===== config.mk =====
export PLATFORM = sky130hd
export DESIGN_NAME = gpio_bank_regs
export DESIGN_NICKNAME = d
export VERILOG_FILES = /design/src/rtl/gpio_bank_pkg.sv /design/src/rtl/gpio_addr_decode.sv /design/src/rtl/gpio_line_reg.sv /design/src/rtl/gpio_enable_reg.sv /design/src/rtl/gpio_in_sync.sv /design/src/rtl/gpio_bank_regs.sv
export SDC_FILE = /design/constraint.sdc
export NUM_CORES = 1
export LEC_CHECK = 0
export BUFFER_PORTS_ARGS = -buffer_cell sky130_fd_sc_hd__buf_2
export CORE_MARGIN = 4
export CORE_UTILIZATION = 35
export DETAILED_ROUTE_END_ITERATION = 12
export PLACE_DENSITY = 0.65
export SYNTH_ARGS = -nofsm -noshare
export SYNTH_HDL_FRONTEND = slang
export SYNTH_HIERARCHICAL = 1
export SYNTH_SLANG_ARGS = --single-unit

===== constraint.sdc =====
create_clock -name clk -period 2.2 [get_ports clk]
set_clock_uncertainty 0.1 [all_clocks]
set_input_delay 0.11 -clock clk [delete_from_list [all_inputs] [get_ports clk]]
set_output_delay 0.11 -clock clk [all_outputs]
set_load 0.05 [all_outputs]

===== src/rtl/gpio_bank_pkg.sv =====
package gpio_bank_pkg;

  localparam int ADDR_W = 8;
  localparam int DATA_W = 32;

  localparam logic [ADDR_W-1:0] OFS_MODE   = 8'h00;
  localparam logic [ADDR_W-1:0] OFS_DIR    = 8'h04;
  localparam logic [ADDR_W-1:0] OFS_OUT    = 8'h08;
  localparam logic [ADDR_W-1:0] OFS_IN     = 8'h0C;
  localparam logic [ADDR_W-1:0] OFS_STAT   = 8'h10;
  localparam logic [ADDR_W-1:0] OFS_ICLR   = 8'h14;
  localparam logic [ADDR_W-1:0] OFS_MASK   = 8'h18;
  localparam logic [ADDR_W-1:0] OFS_UNMASK = 8'h1C;
  localparam logic [ADDR_W-1:0] OFS_POL    = 8'h20;
  localparam logic [ADDR_W-1:0] OFS_EDGE   = 8'h24;
  localparam logic [ADDR_W-1:0] OFS_OSEL   = 8'h40;
  localparam logic [ADDR_W-1:0] OFS_BOTH   = 8'h4C;
  localparam logic [ADDR_W-1:0] OFS_INEN   = 8'h50;

  typedef enum logic [3:0] {
    SEL_MODE   = 4'd0,
    SEL_DIR    = 4'd1,
    SEL_OUT    = 4'd2,
    SEL_POL    = 4'd3,
    SEL_EDGE   = 4'd4,
    SEL_OSEL   = 4'd5,
    SEL_BOTH   = 4'd6,
    SEL_INEN   = 4'd7,
    SEL_IN     = 4'd8,
    SEL_STAT   = 4'd9,
    SEL_ICLR   = 4'd10,
    SEL_MASK   = 4'd11,
    SEL_UNMASK = 4'd12,
    SEL_NONE   = 4'd13
  } reg_sel_e;

  localparam int NUM_SEL   = 14;
  localparam int NUM_PLAIN = 8;

  function automatic reg_sel_e decode_offset(input logic [ADDR_W-1:0] a);
    reg_sel_e s;
    case (a)
      OFS_MODE:   s = SEL_MODE;
      OFS_DIR:    s = SEL_DIR;
      OFS_OUT:    s = SEL_OUT;
      OFS_IN:     s = SEL_IN;
      OFS_STAT:   s = SEL_STAT;
      OFS_ICLR:   s = SEL_ICLR;
      OFS_MASK:   s = SEL_MASK;
      OFS_UNMASK: s = SEL_UNMASK;
      OFS_POL:    s = SEL_POL;
      OFS_EDGE:   s = SEL_EDGE;
      OFS_OSEL:   s = SEL_OSEL;
      OFS_BOTH:   s = SEL_BOTH;
      OFS_INEN:   s = SEL_INEN;
      default:    s = SEL_NONE;
    endcase
    return s;
  endfunction

endpackage


===== src/rtl/gpio_addr_decode.sv =====
module gpio_addr_decode
  import gpio_bank_pkg::*;
(
  input  logic                bus_sel,
  input  logic                bus_wr,
  input  logic [ADDR_W-1:0]   bus_addr,
  output reg_sel_e            rsel,
  output logic [NUM_SEL-1:0]  wr_hit,
  output logic                rd_en
);

  always_comb begin
    rsel   = decode_offset(bus_addr);
    wr_hit = '0;
    if (bus_sel && bus_wr && (rsel != SEL_NONE)) begin
      wr_hit[rsel] = 1'b1;
    end
    rd_en = bus_sel && !bus_wr;
  end

endmodule


===== src/rtl/gpio_line_reg.sv =====
module gpio_line_reg #(
  parameter int WIDTH = 32
) (
  input  logic             clk,
  input  logic             rst_n,
  input  logic             we,
  input  logic [WIDTH-1:0] wdata,
  output logic [WIDTH-1:0] q
);

  logic [WIDTH-1:0] q_nxt;

  always_comb begin
    q_nxt = q;
    if (we) q_nxt = wdata;
  end

  always_ff @(posedge clk or negedge rst_n) begin
    if (!rst_n) q <= '0;
    else        q <= q_nxt;
  end

endmodule


===== src/rtl/gpio_enable_reg.sv =====
module gpio_enable_reg #(
  parameter int WIDTH = 32
) (
  input  logic             clk,
  input  logic             rst_n,
  input  logic             drop_we,
  input  logic             raise_we,
  input  logic [WIDTH-1:0] wdata,
  output logic [WIDTH-1:0] en
);

  logic [WIDTH-1:0] en_nxt;

  always_comb begin
    en_nxt = en;
    if (drop_we)  en_nxt = en_nxt & wdata;
    if (raise_we) en_nxt = en_nxt | wdata;
  end

  always_ff @(posedge clk or negedge rst_n) begin
    if (!rst_n) en <= '0;
    else        en <= en_nxt;
  end

endmodule


===== src/rtl/gpio_in_sync.sv =====
module gpio_in_sync #(
  parameter int WIDTH  = 32,
  parameter int STAGES = 2
) (
  input  logic             clk,
  input  logic             rst_n,
  input  logic [WIDTH-1:0] d,
  input  logic [WIDTH-1:0] en,
  output logic [WIDTH-1:0] q
);

  logic [WIDTH-1:0] stage_q   [STAGES];
  logic [WIDTH-1:0] stage_nxt [STAGES];

  always_comb begin
    stage_nxt[0] = d & en;
    for (int i = 1; i < STAGES; i++) begin
      stage_nxt[i] = stage_q[i-1] & en;
    end
  end

  generate
    for (genvar g = 0; g < STAGES; g++) begin : g_stage
      always_ff @(posedge clk or negedge rst_n) begin
        if (!rst_n) stage_q[g] <= '0;
        else        stage_q[g] <= stage_nxt[g];
      end
    end
  endgenerate

  assign q = stage_q[STAGES-1];

endmodule


===== src/rtl/gpio_bank_regs.sv =====
module gpio_bank_regs
  import gpio_bank_pkg::*;
#(
  parameter int NUM_LINES = 32
) (
  input  logic                 clk,
  input  logic                 rst_n,
  input  logic                 bus_sel,
  input  logic                 bus_wr,
  input  logic [7:0]           bus_addr,
  input  logic [31:0]          bus_wdata,
  output logic [31:0]          bus_rdata,
  input  logic [NUM_LINES-1:0] pad_in,
  input  logic [NUM_LINES-1:0] alt_out_data,
  input  logic [NUM_LINES-1:0] irq_status,
  output logic [NUM_LINES-1:0] pad_oe,
  output logic [NUM_LINES-1:0] pad_out,
  output logic [NUM_LINES-1:0] line_sync,
  output logic [NUM_LINES-1:0] int_mode,
  output logic [NUM_LINES-1:0] int_pol,
  output logic [NUM_LINES-1:0] int_edge,
  output logic [NUM_LINES-1:0] int_both,
  output logic [NUM_LINES-1:0] irq_en,
  output logic [NUM_LINES-1:0] irq_clr
);

  localparam int LW = (NUM_LINES < 1) ? 1 : ((NUM_LINES > DATA_W) ? DATA_W : NUM_LINES);
  localparam int SYNC_STAGES = 2;

  reg_sel_e            rsel;
  logic [NUM_SEL-1:0]  wr_hit;
  logic                rd_en;
  logic [LW-1:0]       wline;

  assign wline = bus_wdata[LW-1:0];

  gpio_addr_decode u_dec (
    .bus_sel (bus_sel),
    .bus_wr  (bus_wr),
    .bus_addr(bus_addr),
    .rsel    (rsel),
    .wr_hit  (wr_hit),
    .rd_en   (rd_en)
  );

  // plain read/write line registers, indexed by their decode select
  logic [LW-1:0] plain_q [NUM_PLAIN];

  generate
    for (genvar g = 0; g < NUM_PLAIN; g++) begin : g_plain
      gpio_line_reg #(.WIDTH(LW)) u_reg (
        .clk  (clk),
        .rst_n(rst_n),
        .we   (wr_hit[g]),
        .wdata(wline),
        .q    (plain_q[g])
      );
    end
  endgenerate

  logic [LW-1:0] mode_q, dir_q, out_q, pol_q, edge_q, osel_q, both_q, inen_q;

  assign mode_q = plain_q[SEL_MODE];
  assign dir_q  = plain_q[SEL_DIR];
  assign out_q  = plain_q[SEL_OUT];
  assign pol_q  = plain_q[SEL_POL];
  assign edge_q = plain_q[SEL_EDGE];
  assign osel_q = plain_q[SEL_OSEL];
  assign both_q = plain_q[SEL_BOTH];
  assign inen_q = plain_q[SEL_INEN];

  logic [LW-1:0] en_q;

  gpio_enable_reg #(.WIDTH(LW)) u_en (
    .clk     (clk),
    .rst_n   (rst_n),
    .drop_we (wr_hit[SEL_MASK]),
    .raise_we(wr_hit[SEL_UNMASK]),
    .wdata   (wline),
    .en      (en_q)
  );

  logic [LW-1:0] sync_q;

  gpio_in_sync #(.WIDTH(LW), .STAGES(SYNC_STAGES)) u_sync (
    .clk  (clk),
    .rst_n(rst_n),
    .d    (pad_in),
    .en   (inen_q),
    .q    (sync_q)
  );

  // clear pulses: next-state and register
  logic [LW-1:0] clr_q, clr_nxt;

  always_comb begin
    clr_nxt = '0;
    if (wr_hit[SEL_ICLR]) clr_nxt = wline;
  end

  always_ff @(posedge clk or negedge rst_n) begin
    if (!rst_n) clr_q <= '0;
    else        clr_q <= clr_nxt;
  end

  // read mux and registered read data
  logic [LW-1:0]     rd_line;
  logic [DATA_W-1:0] rd_word;
  logic [DATA_W-1:0] rdata_q, rdata_nxt;

  always_comb begin
    rd_line = '0;
    case (rsel)
      SEL_MODE: rd_line = mode_q;
      SEL_DIR:  rd_line = dir_q;
      SEL_OUT:  rd_line = out_q;
      SEL_POL:  rd_line = pol_q;
      SEL_EDGE: rd_line = edge_q;
      SEL_OSEL: rd_line = osel_q;
      SEL_BOTH: rd_line = both_q;
      SEL_INEN: rd_line = inen_q;
      SEL_IN:   rd_line = sync_q;
      SEL_STAT: rd_line = irq_status;
      SEL_MASK: rd_line = en_q;
      default:  rd_line = '0;
    endcase
    rd_word = '0;
    rd_word[LW-1:0] = rd_line;
  end

  always_comb begin
    rdata_nxt = rdata_q;
    if (rd_en) rdata_nxt = rd_word;
  end

  always_ff @(posedge clk or negedge rst_n) begin
    if (!rst_n) rdata_q <= '0;
    else        rdata_q <= rdata_nxt;
  end

  assign bus_rdata = rdata_q;

  // pad and sense-side outputs
  assign pad_oe    = dir_q & ~mode_q;
  assign pad_out   = (out_q & ~osel_q) | (alt_out_data & osel_q);
  assign line_sync = sync_q;
  assign int_mode  = mode_q;
  assign int_pol   = pol_q;
  assign int_edge  = edge_q;
  assign int_both  = both_q;
  assign irq_en    = en_q;
  assign irq_clr   = clr_q;

endmodule


==> key figures <==
Drt
  – Drt pass-1 iters: 5
  – Routed Antenna Nets: 0
  – DRC errors left: 0
  – DRT Wirelength: 83,510 um
  – Via count: 15.86k
  – Wirelength per Cell: 28.15 um
  – DRT iter0 DRCs: 1,390
  – Vias per cell: 5.346

Cells and area
  – Final nets: 2,304
  – Fillers: 5,024
  – Area added between synthesis and finish: 35.31%
  – Non-filler instance count after layout: 2,966
  – Fin util: 0.4781
  – Layout cell share with drive strength beyond 1: 0.5059

Power
  – Maximum VDD drop: 0.5580 mV
  – Psw: 4.574 mW
  – Combinational share of power: 0.096
  – Pwr/cell area: 647.7 mW/mm^2
  – Pint: 13.26 mW
  – Switching Share: 0.2565
  – P_leak: 13.98 nW
  – Sequential share of power: 0.445
  – Power Total: 17.83 mW
  – Clock power frac: 0.459

Floorplanning
  – Die area: 0.06205 sq mm
  – Core area: 0.05759 sq mm
  – Initial Utilization: 0.3533
  – Rows: 88
  – Die height: 249.1 um
  – Die Width: 249.1 um
  – IO Count: 460

Global route
  – Largest net degree at the start of global routing: 72
  – GR Util All Layers: 0.2585
  – Global route overflow: 0
  – Vias in the first global route: 16.61k
  – Initial antenna violation count: 3
  – First-pass GRT wire length: 120,100 um

CTS
  – CTS Buffer Depth: 3
  – CTS tree: yes
  – Root buffer cell: clkbuf_16
  – CTS buffer count: 48
  – Worst-Skew Late Latency: 590 ps
  – Htree depth: 2
  – Number of clock sinks: 416
  – Clock slew at reported path FFs: 60 ps

Timing
  – Period utilization: 0.9716
  – Post-route minimum period: 2138 ps
  – Fmax: 467.8 MHz
  – Slew Limit Fails: 0
  – Final setup vio count: 0
  – Relative slew slack: 0.5404
  – Post-route setup slack: 62.48 ps
  – Hold Fails Final Rpt: 0
  – RSZ-0062 raised after global routing: true
  – Worst Max-Slew Pin Slew: 688.4 ps

Synth
  – Mapped Cells: 1,496
  – Cell Area, Synth: 0.02035 sq mm
  – Syn avg cell area: 13.60 sq um
  – Yosys Warn Count: 6
  – Syn Nets: 1,636

Critical path
  – WP data arrival: 2520 ps
  – Critical Path Start: bus_addr[4]
  – Capture point of the worst reg-to-reg path: bus_rdata[13]$_DFFE_PN0P_
  – Critical Path, Cell by Cell: clkbuf_4, nand2b_4, nor3_1, buf_4, o31ai_4, buf_12, buf_16, nor2_4, buf_4, buf_4, a22o_1, a222oi_1, o31ai_1, a22o_1
  – Worst Path Required: 2580 ps
  – Worst R2R Path Depth: 4
  – Internal reg-to-reg setup slack: 470 ps
  – CP dominant cell by count: buf_4
  – Max FO, Critical Path: 12
  – Slowest cell on crit path: o31ai_4
  – Critical Path End Type: flop
  – CP startpoint kind: primary input
  – Largest stage delay on the critical path: 350 ps
  – RR Startpoint: g_plain[0].u_reg/q[13]$_DFFE_PN0P_
  – Crit path to: bus_rdata[29]$_DFFE_PN0P_
  – Critical path class: in -> reg

Status
  – Status: finished, final reports clean

Place
  – Routability Congestion: 0.8614
  – Final HPWL from detailed placement: 60,440 um
  – Placed insts: 2,782
  – Place WS: -611.1 ps
  – Number of port buffers: 459

Job
  – MaxCap Viol Count: 0

Worst hold path
  – Hold crit path type: in -> reg
  – Hold path depth: 5
==> sequential cells by signal, summed over array words and instances (netlist names) <==
signal / count
u_en/en: 32
bus_rdata: 32
g_plain.u_reg/q: 256
irq_clr: 32
u_sync/stage_q: 32
u_sync/q: 32
==> critical path, delay by kind of cell <==
kind	cells	cell delay, ps
AOI/OAI and AO/OA	5	1100
buffers and inverters	6	970
and+or+nand+nor	3	320
==> repair_timing <==
item,4_1_cts,5_1_grt
gates resized for setup,0,30
hold endpoints to repair,793,0
setup buffers,0,3
setup endpoints to repair,0,24
hold buffers,92,0
==> routing by layer <==
| metal | wire length [um] | vias up | track usage |
|---|---|---|---|
| met1 | 35430 | 8211 | 0.3509 |
| met5 | 12 | - | 0 |
| met3 | 6137 | 133 | 0.05899 |
| met2 | 39600 | 733 | 0.4209 |
| met4 | 2328 | 2 | 0.06901 |
| li1 | - | 6776 | - |
==> how the worst min path moves through the flow <==
stage,startpoint,end
finish,irq_status[5],bus_rdata[5]$_DFFE_PN0P_
global route,bus_sel,g_plain[4].u_reg/q[29]$_DFFE_PN0P_
CTS,bus_sel,g_plain[4].u_reg/q[31]$_DFFE_PN0P_
detailed placement,rst_n,irq_clr[18]$_DFF_PN0_
global placement,rst_n,irq_clr[18]$_DFF_PN0_
floorplan,rst_n,bus_rdata[0]$_DFFE_PN0P_
==> power by group through the flow <==
stage               clock network (mW)  registers (mW)  logic (mW)
finish                            8.19            7.93        1.71
global route                      8.63            7.94        1.82
CTS                               8.32            7.92        1.71
detailed placement                   0            8.06        1.56
global placement                     0            8.06        1.55
floorplan                            0            8.24       0.556
==> area by class of cell <==
cell class | instances | area, sq um | area share
diodes | 1 | 2.502 | 0.00009090
multi-input cells | 904 | 8884 | 0.3227
clock inverters | 15 | 145.1 | 0.005272
inverters | 43 | 162.7 | 0.005908
flip-flops and latches | 416 | 10410 | 0.3781
repair buffers | 751 | 5510 | 0.2002
well taps | 765 | 957.2 | 0.03477
clock buffers | 71 | 1459 | 0.05299
==> cell usage in the layout (no fill, tap or decap), drive strengths merged, types with 22 or more instances in the layout <==
master / instances
inv: 44
o22ai: 27
dfrtp: 416
nor2: 22
buf: 658
dlygate4sd3: 91
o21ai: 88
and2: 100
nand2: 24
mux2i: 35
clkbuf: 73
nor2b: 44
a22oi: 51
mux2: 297
==> per-stage QoR <==
stage | TNS (ps) | area [sq um] | hold WS [ps]
after detailed placement | -24860 | 24790 | -26.47
after global routing | 0 | 27530 | 51.80
after CTS | 0 | 27340 | 24.60
final | 0 | 27530 | 33.80
after global placement | -24440 | 24790 | -28.51
after floorplan | -641.2 | 20470 | -285.6
Power figures use the tool's default switching activity.
